<file path="src/rtl/dma_eng_pkg.sv">
package dma_eng_pkg;
  localparam int unsigned DMA_CH   = 4;
  localparam int unsigned CH_SEL_W = $clog2(DMA_CH);

  typedef enum logic [1:0] {
    XM_DEMAND  = 2'b00,
    XM_SINGLE  = 2'b01,
    XM_BLOCK   = 2'b10,
    XM_CASCADE = 2'b11
  } xferMode_e;

  typedef enum logic [1:0] {
    XT_VERIFY = 2'b00,
    XT_WRITE  = 2'b01,
    XT_READ   = 2'b10,
    XT_BAD    = 2'b11
  } xferType_e;

  // field order follows the stored byte bits 7:2
  typedef struct packed {
    xferMode_e mode;
    logic      dec;
    logic      autoInit;
    xferType_e xtype;
  } chanMode_t;

  localparam chanMode_t MODE_DEFAULT = '{mode: XM_DEMAND, dec: 1'b0,
                                         autoInit: 1'b0, xtype: XT_VERIFY};

  // strobes from control to datapath
  typedef struct packed {
    logic [DMA_CH-1:0] load;
    logic [DMA_CH-1:0] step;
    logic [DMA_CH-1:0] reload;
    logic [DMA_CH-1:0] dec;
  } dpCtrl_t;
endpackage

</file>
<file path="src/rtl/dma_mode_ctrl.sv">
module dma_mode_ctrl
  import dma_eng_pkg::*;
#(
  parameter int unsigned CASCADE_CH   = 0,
  parameter bit          LOCK_CASCADE = 1'b1
) (
  input  logic                  clk,
  input  logic                  rst_n,
  input  logic                  masterClear,
  input  logic                  modeWrEn,
  input  logic [7:0]            modeWrData,
  input  logic                  baseWrEn,
  input  logic [CH_SEL_W-1:0]   baseWrCh,
  input  logic                  stepEn,
  input  logic [CH_SEL_W-1:0]   stepCh,
  input  logic [DMA_CH-1:0]     cntZero,
  output dpCtrl_t               dpCtrl,
  output chanMode_t [DMA_CH-1:0] effMode,
  output logic [DMA_CH-1:0]     addrActive,
  output logic [DMA_CH-1:0]     memStrobeEn,
  output logic [DMA_CH-1:0]     ioStrobeEn,
  output logic [DMA_CH-1:0]     tcStatus,
  output logic [DMA_CH-1:0]     typeErr
);
  logic [CH_SEL_W-1:0] wrSel;
  chanMode_t           wrFields;
  chanMode_t           modeQ [DMA_CH];
  logic [DMA_CH-1:0]   tcQ;
  logic [DMA_CH-1:0]   loadV, stepV, reloadV, decV;

  assign wrSel    = modeWrData[CH_SEL_W-1:0];
  assign wrFields = chanMode_t'(modeWrData[7:2]);
  assign dpCtrl   = '{load: loadV, step: stepV, reload: reloadV, dec: decV};
  assign tcStatus = tcQ;

  for (genvar c = 0; c < DMA_CH; c++) begin : g_ch
    logic isCascade, movesData, tcHit;

    always_ff @(posedge clk) begin
      if (!rst_n || masterClear) begin
        modeQ[c] <= MODE_DEFAULT;
      end else if (modeWrEn && wrSel == CH_SEL_W'(c)) begin
        modeQ[c] <= wrFields;
      end
    end

    if (LOCK_CASCADE && c == CASCADE_CH) begin : g_lock
      assign effMode[c] = '{mode: XM_CASCADE, dec: modeQ[c].dec,
                            autoInit: modeQ[c].autoInit, xtype: modeQ[c].xtype};
    end else begin : g_free
      assign effMode[c] = modeQ[c];
    end

    assign isCascade      = (effMode[c].mode == XM_CASCADE);
    assign movesData      = (effMode[c].xtype == XT_WRITE) || (effMode[c].xtype == XT_READ);
    assign addrActive[c]  = !isCascade && !tcQ[c];
    assign memStrobeEn[c] = addrActive[c] && movesData;
    assign ioStrobeEn[c]  = addrActive[c] && movesData;
    assign typeErr[c]     = !isCascade && (effMode[c].xtype == XT_BAD);

    assign loadV[c]   = baseWrEn && (baseWrCh == CH_SEL_W'(c));
    assign stepV[c]   = stepEn && (stepCh == CH_SEL_W'(c)) && addrActive[c] && !loadV[c];
    assign tcHit      = stepV[c] && cntZero[c];
    assign reloadV[c] = tcHit && effMode[c].autoInit;
    assign decV[c]    = effMode[c].dec;

    always_ff @(posedge clk) begin
      if (!rst_n || masterClear || loadV[c]) begin
        tcQ[c] <= 1'b0;
      end else if (tcHit && !effMode[c].autoInit) begin
        tcQ[c] <= 1'b1;
      end
    end

    // sticky status holds until a base write or master clear
    p_sticky_tc_r10: assert property (@(posedge clk) disable iff (!rst_n)
      (tcQ[c] && !loadV[c] && !masterClear) |=> tcQ[c]);

    // verify type never enables a strobe
    p_verify_quiet_r7: assert property (@(posedge clk) disable iff (!rst_n)
      (effMode[c].xtype == XT_VERIFY) |-> !(memStrobeEn[c] || ioStrobeEn[c]));

    // illegal type never enables a strobe
    p_illegal_quiet_r11: assert property (@(posedge clk) disable iff (!rst_n)
      typeErr[c] |-> !(memStrobeEn[c] || ioStrobeEn[c]));

    // cascade channels never strobe, flag or step the datapath
    p_cascade_quiet_r8: assert property (@(posedge clk) disable iff (!rst_n)
      isCascade |-> !(memStrobeEn[c] || ioStrobeEn[c] || typeErr[c] || stepV[c]));

    // master clear restores the default mode
    p_clear_default_r5: assert property (@(posedge clk) disable iff (!rst_n)
      masterClear |=> (modeQ[c] == MODE_DEFAULT) && !tcQ[c]);
  end
endmodule

</file>
<file path="src/rtl/dma_addr_dp.sv">
module dma_addr_dp
  import dma_eng_pkg::*;
#(
  parameter int unsigned ADDR_W = 16,
  parameter int unsigned CNT_W  = 16
) (
  input  logic                            clk,
  input  logic                            rst_n,
  input  dpCtrl_t                         dpCtrl,
  input  logic [ADDR_W-1:0]               baseWrAddr,
  input  logic [CNT_W-1:0]                baseWrCount,
  output logic [DMA_CH-1:0][ADDR_W-1:0]   curAddr,
  output logic [DMA_CH-1:0][CNT_W-1:0]    curCount,
  output logic [DMA_CH-1:0]               cntZero
);
  logic [ADDR_W-1:0] baseAddrQ [DMA_CH];
  logic [CNT_W-1:0]  baseCntQ  [DMA_CH];
  logic [ADDR_W-1:0] addrQ     [DMA_CH];
  logic [CNT_W-1:0]  cntQ      [DMA_CH];

  for (genvar c = 0; c < DMA_CH; c++) begin : g_ch
    always_ff @(posedge clk) begin
      if (!rst_n) begin
        baseAddrQ[c] <= '0;
        baseCntQ[c]  <= '0;
        addrQ[c]     <= '0;
        cntQ[c]      <= '0;
      end else if (dpCtrl.load[c]) begin
        baseAddrQ[c] <= baseWrAddr;
        baseCntQ[c]  <= baseWrCount;
        addrQ[c]     <= baseWrAddr;
        cntQ[c]      <= baseWrCount;
      end else if (dpCtrl.reload[c]) begin
        addrQ[c] <= baseAddrQ[c];
        cntQ[c]  <= baseCntQ[c];
      end else if (dpCtrl.step[c]) begin
        addrQ[c] <= dpCtrl.dec[c] ? addrQ[c] - ADDR_W'(1) : addrQ[c] + ADDR_W'(1);
        cntQ[c]  <= cntQ[c] - CNT_W'(1);
      end
    end

    assign curAddr[c]  = addrQ[c];
    assign curCount[c] = cntQ[c];
    assign cntZero[c]  = (cntQ[c] == '0);

    // accepted step moves the address one place in the chosen direction
    p_step_dir_r3: assert property (@(posedge clk) disable iff (!rst_n)
      (dpCtrl.step[c] && !dpCtrl.reload[c] && !dpCtrl.load[c]) |=>
        (addrQ[c] == ($past(dpCtrl.dec[c]) ? $past(addrQ[c]) - ADDR_W'(1)
                                           : $past(addrQ[c]) + ADDR_W'(1))));

    // reload copies the base values into the working registers
    p_reload_r4: assert property (@(posedge clk) disable iff (!rst_n)
      (dpCtrl.reload[c] && !dpCtrl.load[c]) |=>
        (addrQ[c] == $past(baseAddrQ[c])) && (cntQ[c] == $past(baseCntQ[c])));

    // base write also loads the current registers; count wraps past zero
    p_load_r9: assert property (@(posedge clk) disable iff (!rst_n)
      dpCtrl.load[c] |=> (addrQ[c] == $past(baseWrAddr)) && (cntQ[c] == $past(baseWrCount)));
    p_wrap_r9: assert property (@(posedge clk) disable iff (!rst_n)
      (dpCtrl.step[c] && !dpCtrl.reload[c] && !dpCtrl.load[c] && cntZero[c]) |=> (&cntQ[c]));

    // with no strobe from control the working registers hold
    p_idle_hold_r8: assert property (@(posedge clk) disable iff (!rst_n)
      !(dpCtrl.step[c] || dpCtrl.reload[c] || dpCtrl.load[c]) |=>
        $stable(addrQ[c]) && $stable(cntQ[c]));
  end
endmodule

</file>
<file path="src/rtl/dma_mode_addr_engine.sv">
module dma_mode_addr_engine
  import dma_eng_pkg::*;
#(
  parameter int unsigned ADDR_W       = 16,
  parameter int unsigned CNT_W        = 16,
  parameter int unsigned CASCADE_CH   = 0,
  parameter bit          LOCK_CASCADE = 1'b1
) (
  input  logic                      clk,
  input  logic                      rst_n,
  input  logic                      masterClear,
  input  logic                      modeWrEn,
  input  logic [7:0]                modeWrData,
  input  logic                      baseWrEn,
  input  logic [CH_SEL_W-1:0]       baseWrCh,
  input  logic [ADDR_W-1:0]         baseWrAddr,
  input  logic [CNT_W-1:0]          baseWrCount,
  input  logic                      stepEn,
  input  logic [CH_SEL_W-1:0]       stepCh,
  output logic [2*DMA_CH-1:0]       xferMode,
  output logic [2*DMA_CH-1:0]       xferType,
  output logic [DMA_CH-1:0]         addrDec,
  output logic [DMA_CH-1:0]         autoInitEn,
  output logic [DMA_CH-1:0]         addrActive,
  output logic [DMA_CH-1:0]         memStrobeEn,
  output logic [DMA_CH-1:0]         ioStrobeEn,
  output logic [DMA_CH-1:0]         tcStatus,
  output logic [DMA_CH-1:0]         typeErr,
  output logic [DMA_CH*ADDR_W-1:0]  curAddr,
  output logic [DMA_CH*CNT_W-1:0]   curCount
);
  dpCtrl_t                        dpCtrl;
  chanMode_t [DMA_CH-1:0]         effMode;
  logic [DMA_CH-1:0][ADDR_W-1:0]  dpAddr;
  logic [DMA_CH-1:0][CNT_W-1:0]   dpCount;
  logic [DMA_CH-1:0]              cntZero;

  dma_mode_ctrl #(.CASCADE_CH(CASCADE_CH), .LOCK_CASCADE(LOCK_CASCADE)) u_ctrl (
    .clk(clk), .rst_n(rst_n), .masterClear(masterClear),
    .modeWrEn(modeWrEn), .modeWrData(modeWrData),
    .baseWrEn(baseWrEn), .baseWrCh(baseWrCh),
    .stepEn(stepEn), .stepCh(stepCh), .cntZero(cntZero),
    .dpCtrl(dpCtrl), .effMode(effMode), .addrActive(addrActive),
    .memStrobeEn(memStrobeEn), .ioStrobeEn(ioStrobeEn),
    .tcStatus(tcStatus), .typeErr(typeErr)
  );

  dma_addr_dp #(.ADDR_W(ADDR_W), .CNT_W(CNT_W)) u_dp (
    .clk(clk), .rst_n(rst_n), .dpCtrl(dpCtrl),
    .baseWrAddr(baseWrAddr), .baseWrCount(baseWrCount),
    .curAddr(dpAddr), .curCount(dpCount), .cntZero(cntZero)
  );

  for (genvar c = 0; c < DMA_CH; c++) begin : g_out
    assign xferMode[2*c +: 2] = effMode[c].mode;
    assign xferType[2*c +: 2] = effMode[c].xtype;
    assign addrDec[c]         = effMode[c].dec;
    assign autoInitEn[c]      = effMode[c].autoInit;
  end

  assign curAddr  = dpAddr;
  assign curCount = dpCount;
endmodule

</file>
<file path="config.mk">
export PLATFORM = sky130hd
export DESIGN_NAME = dma_mode_addr_engine
export DESIGN_NICKNAME = d
export VERILOG_FILES = /design/src/rtl/dma_eng_pkg.sv /design/src/rtl/dma_mode_ctrl.sv /design/src/rtl/dma_addr_dp.sv /design/src/rtl/dma_mode_addr_engine.sv
export SDC_FILE = /design/constraint.sdc
export NUM_CORES = 1
export LEC_CHECK = 0
export ABC_AREA = 1
export BUFFER_PORTS_ARGS = -buffer_cell sky130_fd_sc_hd__buf_2
export CAP_MARGIN = 5
export CORE_ASPECT_RATIO = 0.8
export CORE_UTILIZATION = 40
export CTS_BUF_LIST = sky130_fd_sc_hd__clkbuf_4 sky130_fd_sc_hd__clkbuf_8
export DETAILED_ROUTE_END_ITERATION = 6
export PLACE_DENSITY = 0.69
export SLEW_MARGIN = 5
export SYNTH_ARGS = -nofsm -noshare
export SYNTH_HDL_FRONTEND = slang
export SYNTH_HIERARCHICAL = 1
export SYNTH_SLANG_ARGS = --single-unit
</file>
<file path="constraint.sdc">
create_clock -name clk -period 3.85 [get_ports clk]
set_input_delay 0.9625 -clock clk [delete_from_list [all_inputs] [get_ports clk]]
set_output_delay 0.9625 -clock clk [all_outputs]
set_load 0.005 [all_outputs]
</file>
==> results of run 1 <==
how the worst max path moves through the flow:
stage / from / to / slack, ns / depth (start not counted)
5_1_grt: u_dp/cntQ[1][20] / u_dp/cntQ[1][25] / 0.65 / 14
3_3_place_gp: stepCh[0] / u_dp/addrQ[1][3] / 0.78 / 12
2_1_floorplan: stepCh[0] / u_dp/addrQ[1][0] / 0.54 / 11
3_5_place_dp: stepCh[0] / u_dp/addrQ[1][3] / 0.75 / 12
4_1_cts: u_dp/cntQ[1][0] / u_dp/addrQ[1][0] / 0.96 / 14
6_report: u_dp/cntQ[1][0] / u_dp/addrQ[1][0] / 0.90 / 14
placed cells by master, fill, tap and decap left out, drive strengths merged, types with 29 or more instances in the layout:
cell,n
ha,67
nand3b,41
a21oi,95
xor2,29
buf,242
inv,220
nor2,314
clkbuf,59
edfxtp,278
nand3,104
nand2,452
o21ai,68
worst max-delay path: cells and delay by family (launching register included):
kind / cells / cell delay (ns)
buffers and inverters: 4 / 0.92
AO/OA/AOI/OAI: 2 / 0.27
flip-flops: 1 / 0.49
AND/OR/NAND/NOR: 7 / 0.92
adder cells (fa/ha/maj): 1 / 0.17
metrics by stage:
step	utilization [%]	setup WS (ns)	hold slack [ns]	cells
2_1_floorplan	-	0.5414	0.4617	1916
3_3_place_gp	44.64	0.7786	0.4603	2633
3_5_place_dp	44.64	0.7510	0.4668	2633
4_1_cts	46.79	0.9602	0.4788	2718
5_1_grt	46.79	0.6533	0.5138	2718
6_report	46.79	0.8983	0.4745	2718
area by class of cell:
class	instances	share of cell area (%)
Tap cell	544	3.566
Clock inverter	26	0.6882
Multi-Input combinational cell	1347	36.76
Timing Repair Buffer	242	6.712
Inverter	219	4.306
Sequential cell	281	44.05
Clock buffer	59	3.926
sequential cells by signal, indices dropped and copies added (netlist names):
signal	flops
u_dp/addrQ	64
u_dp/baseAddrQ	64
u_dp/baseCntQ	64
u_dp/cntQ	64
u_ctrl/modeQ	22
u_ctrl/tcStatus	3
routing by layer:
metal  track usage [%]  share of wire (%)
met1             33.66                 45
met2             33.54                 41
met3             6.699                 11
met5             3.009               0.35
met4             7.099                2.5
power by group through the flow:
stage | Clock, uW | Combinational [uW] | Sequential, uW
3_3_place_gp | 0 | 1150 | 3850
6_report | 2550 | 1190 | 3790
2_1_floorplan | 0 | 745 | 3810
5_1_grt | 2740 | 1330 | 3810
3_5_place_dp | 0 | 1170 | 3850
4_1_cts | 2610 | 1180 | 3790
==> key figures, run 1 <==
Run status
  • Status: finished, final reports clean

Floorplanning
  • Die span in x: 229.9 um
  • Die span in y: 184.3 um
  • Core Area: 0.04079 mm^2
  • # IOs: 222
  • Die ar.: between 0.04 and 0.05 mm^2
  • # rows: 66
  • Initial Util: roughly two fifths

Worst setup path
  • Worst Path Max Fanout: 11
  • Reg2reg setup slack: 0.90 ns
  • R2r startpoint: u_dp/cntQ[1][0]
  • R2r endpoint: u_dp/addrQ[1][0]
  • CP endpoint kind: flip-flop
  • Worst r2r path cells: 14
  • Data required, critical path: 4.25 ns
  • Startpoint types: flip-flop
  • Slowest CP cell: edfxtp_1
  • Crit-path cells: inv_1, ha_1, nand3_1, nor4_1, buf_4, nand2_1, nor2_1, nand3_2, inv_1, buf_4, nand2_1, o21ai_0, nor2_1, a211oi_1
  • Critical path type: flip-flop to flip-flop
  • Crit path arrival time: 3.35 ns
  • CP peak stage delay: ~0.49 ns

Pwr
  • Switching Share: 29.48%
  • PwrDens: 394.7 mW/mm^2
  • Comb pwr share: approximately 16%
  • Sequential share of power: about half
  • Peak supply drop: 0.2256 mV
  • P_int: 5314 uW
  • Sw Pwr: 2221 uW
  • Clock power frac: 33.9%
  • Leakage: about 0.009 uW
  • Post-layout power: 7535 uW

Hold path
  • Hold Path Class: flip-flop to flip-flop
  • Hold Crit Start: u_ctrl/tcStatus[3]
  • Hold EP: u_ctrl/tcStatus[3]
  • WHS Path Cells: 2

Routing
  • Wire per inst: 18.65 um
  • Vias post-DR: 14332
  • Number of remaining DRC errors: 0
  • Total Wirelength: slightly above 50000 um
  • Pre-antenna DRT Iters: 6
  • DR iter-0 viols: between 1500 and 2000
  • Final ANT Viol Nets: 0
  • Vias per cell: 5.273

Place
  • Gp weighted congestion: ~0.9
  • Placement Cell Area: 0.01821 mm^2
  • Buffers on Ports: 214
  • Post-DP HPWL: between 30000 and 40000 um

CTS
  • Gates resized, CTS repair: 0
  • Clock transition at path regs: roughly 0.07 ns
  • Max Root-Sink Buffers: 3
  • Root buf cell: clkbuf_8
  • CTS Hold Bufs: 0
  • H-tree depth: 2
  • Clk sinks: 281
  • CTS tree: yes
  • Worst-Skew Late Latency: 0.60 ns
  • Post-CTS setup buffers: 0
  • Total CTS buffers: 46

GRT
  • First-pass GRT wire length: 75850 um
  • Initial antenna violation count: 0
  • Pin count of the biggest net entering global routing: between 40 and 50
  • Vias in the first global route: 13060
  • Global Route Usage Sum: 23.40%
  • Grt ovf: 0

STA
  • RSZ-0062 raised after global routing: no
  • Worst-margin pin slew: 1.462 ns
  • Fin crit share: 76.67%
  • Achievable Freq: 0.3388 GHz
  • Final setup viols: 0
  • Max Slew Vio Count: 0
  • Final setup TNS: 0 ns
  • Layout Skew: about 0.032 ns
  • Final hold violation count: 0
  • Max-Slew Margin vs Limit: approximately 2.2%
  • Final Critical Period: 2.952 ns

Cells and area
  • Area of the multi-input gates: 0.007017 mm^2
  • Number of fillers in the final layout: 3968
  • Synthesis-to-layout area growth: 14.84%
  • Post-route cell area: roughly 0.019 mm^2
  • Share of layout cells above drive strength 1: 16.28%
  • Diode count: 0
  • FF+latch area: 0.008408 mm^2
  • Final Net Count: 2258

Synth
  • YS warnings: 6
  • Mean Syn Cell Area: 8.708 um^2
  • Cells after Synth: 1909
  • Mapped cell area: 0.01662 mm^2

Flow run
  • Max-Cap Viols: 0
Power figures use the tool's default switching activity.
==> inputs of run 2 (changes only) <==
==> constraint.sdc (replaced) <==
create_clock -name clk -period 2.75 [get_ports clk]
set_input_delay 0.6875 -clock clk [delete_from_list [all_inputs] [get_ports clk]]
set_output_delay 0.6875 -clock clk [all_outputs]
set_load 0.005 [all_outputs]
==> run 2 against run 1 <==
Effect of this change:
- clock-buffer cell count is 2 higher
- flip-flop and latch count stayed put
- first-iteration DRC count decreased by 8.2%
- via count about the same
- clock skew fell by 0.012 ns
- largest cell class unchanged
- highest routed layer is now met4
==> key figures, run 2 (same netlist as run 1, synthesis figures left out) <==
Worst setup path
  • Crit path arrival time: 2.86 ns (-0.49 ns)
  • Reg2reg setup slack: 0.17 ns (-0.72 ns)
  • CP startpoint: u_dp/cntQ[1][0]
  • R2r startpoint: u_dp/cntQ[1][0]
  • Worst Path Max Fanout: 30 (+19)
  • Startpoint types: flip-flop
  • Worst r2r path cells: 14 (unchanged)
  • CP endpoint kind: flip-flop
  • Data required, critical path: 3.04 ns (-1.21 ns)
  • R2r endpoint: u_dp/cntQ[1][2]
  • Critical path type: flip-flop to flip-flop

STA
  • Final hold violation count: 0 (unchanged)
  • Final setup TNS: 0 ns (unchanged)
  • Fin crit share: 93.65% (+17 points)
  • RSZ-0062 raised after global routing: no
  • Worst-margin pin slew: 1.435 ns (-0.02744 ns)
  • Final Critical Period: 2.576 ns (-0.3762 ns)
  • Setup ws final: 0.1745 ns (-0.7238 ns)
  • Achievable Freq: 0.3883 GHz (+15%)
  • Final setup viols: 0 (unchanged)
  • Worst hold slack: 0.4460 ns (-0.02854 ns)
  • Max Slew Vio Count: 0 (unchanged)
  • Layout Skew: 0.02029 ns (-0.01192 ns)
  • Max-Slew Margin vs Limit: 4.044% (+1.8 points)

GRT
  • Global Route Usage Sum: 23.63% (+0.22 points)
  • Pin count of the biggest net entering global routing: 42 (-4.5%)
  • Vias in the first global route: 13465 (+3.1%)
  • Grt ovf: 0 (unchanged)
  • Initial antenna violation count: 1 (+1)
  • First-pass GRT wire length: 76890 um (+1.4%)

Cells and area
  • Most frequent cells in the layout: nand2_1 (449), nor2_1 (303), edfxtp_1 (278)
  • Number of fillers in the final layout: 3989 (+0.53%)
  • Share of layout cells above drive strength 1: 17.81% (+1.5 points)
  • Final core utilization: 48.10% (+1.3 points)
  • Final Net Count: 2292 (+1.5%)
  • Synthesis-to-layout area growth: 18.04%
  • Commonest non-fill, non-tap cell in the layout: nand2_1

CTS
  • Max Root-Sink Buffers: 3 (unchanged)
  • H-tree depth: 2 (unchanged)
  • Total CTS buffers: 48 (+4.3%)
  • Root buf cell: clkbuf_8
  • Clock transition at path regs: 0.06 ns (about the same)
  • Worst-Skew Late Latency: 0.59 ns (about the same)
  • CTS tree: yes
  • CTS Hold Bufs: 0 (unchanged)
  • Clk sinks: 281 (unchanged)

Routing
  • Total Wirelength: 50650 um (about the same)
  • Pre-antenna DRT Iters: 6 (unchanged)
  • Wire per inst: 18.41 um (-1.3%)
  • Vias per cell: 5.211 (-1.2%)
  • Vias post-DR: 14340 (+0.056%)
  • Final ANT Viol Nets: 0 (unchanged)
  • DR iter-0 viols: 1396 (-8.2%)
  • Number of remaining DRC errors: 0 (unchanged)

Place
  • Gp weighted congestion: 0.9214 (+2.0%)
  • Pre-CTS WS: 0.04604 ns (-0.7050 ns)
  • Post-DP HPWL: 37120 um (+0.65%)
  • Buffers on Ports: 214 (unchanged)

Floorplanning
  • # rows: 66 (unchanged)
  • Die ar.: 0.04238 mm^2 (unchanged)
  • Die span in y: 184.3 um (unchanged)
  • Initial Util: 40.75% (unchanged)
  • # IOs: 222 (unchanged)
  • Die span in x: 229.9 um (unchanged)
  • Core Area: 0.04079 mm^2 (unchanged)

Hold path
  • Hold Crit Start: modeWrData[6]
  • WHS Path Cells: 3 (+1)
  • Hold EP: u_ctrl/modeQ[2][4]
  • Hold Path Class: primary input to flip-flop

Pwr
  • PwrDens: 554.9 mW/mm^2 (+41%)
  • Leakage: 0.009061 uW (+3.1%)
  • Post-layout power: 10890 uW (+45%)
  • Peak supply drop: 0.4752 mV (+110%)

Flow run
  • Max-Cap Viols: 0 (unchanged)

Run status
  • Status: finished, final reports clean
==> run 2: per-layer routing <==
metal	track usage (%)	routed length [um]	part of all wire, %
met4	7.815	1364	2.7
met3	5.631	4937	9.7
met1	34.16	23270	46
met5	0	0	0
met2	34.53	21080	42
==> run 2: report_power, final <==
| group | internal (uW) | switching (uW) |
|---|---|---|
| Clock | 2090 | 1770 |
| Combinational | 616 | 1110 |
| Sequential | 5060 | 231 |
| Total | 7770 | 3120 |
==> run 2: how the worst max path moves through the flow <==
stage | endpoint | slack (ns)
final | u_dp/cntQ[1][2] | 0.17
after global routing | u_dp/cntQ[1][6] | 0.01
after CTS | u_dp/cntQ[1][6] | 0.15
after detailed placement | u_dp/cntQ[1][6] | 0.05
after global placement | u_dp/cntQ[1][5] | 0.06
after floorplan | u_dp/addrQ[1][0] | 0.02
==> run 2: metrics by stage <==
step,std cells,instance area [um^2]
finish,2752,19620
global route,2751,19620
CTS,2748,19580
detailed placement,2662,18630
global placement,2662,18630
floorplan,1916,16660
==> run 2: final cells by class <==
class	count	area [um^2]	share of cell area [%]
Timing Repair Buffer	274	1709	8.710
Tap cell	544	680.7	3.469
Clock inverter	25	191.4	0.9756
Sequential cell	281	8408	42.85
Inverter	219	822.0	4.189
Multi-Input combinational cell	1347	7051	35.93
Antenna cell	1	2.502	0.01275
Clock buffer	61	758.2	3.864
==> run 2: timing repair <==
item                                    in CTS  in global routing
resized for setup                            0                  5
setup buffers                                0                  3
endpoints found under the setup margin       0                 46
==> run 2: worst max-delay path: stages (launching register included) <==
cell and delay (ns):
edfxtp_1 0.41, inv_1 0.14, ha_1 0.16, nand3_1 0.09, nor4_2 0.24, buf_4 0.18, nand2_1 0.05, nor2_1 0.11
buf_4 0.14, nand3_2 0.11, buf_12 0.20, nand3_2 0.08, inv_2 0.05, nand2_2 0.11, buf_12 0.17
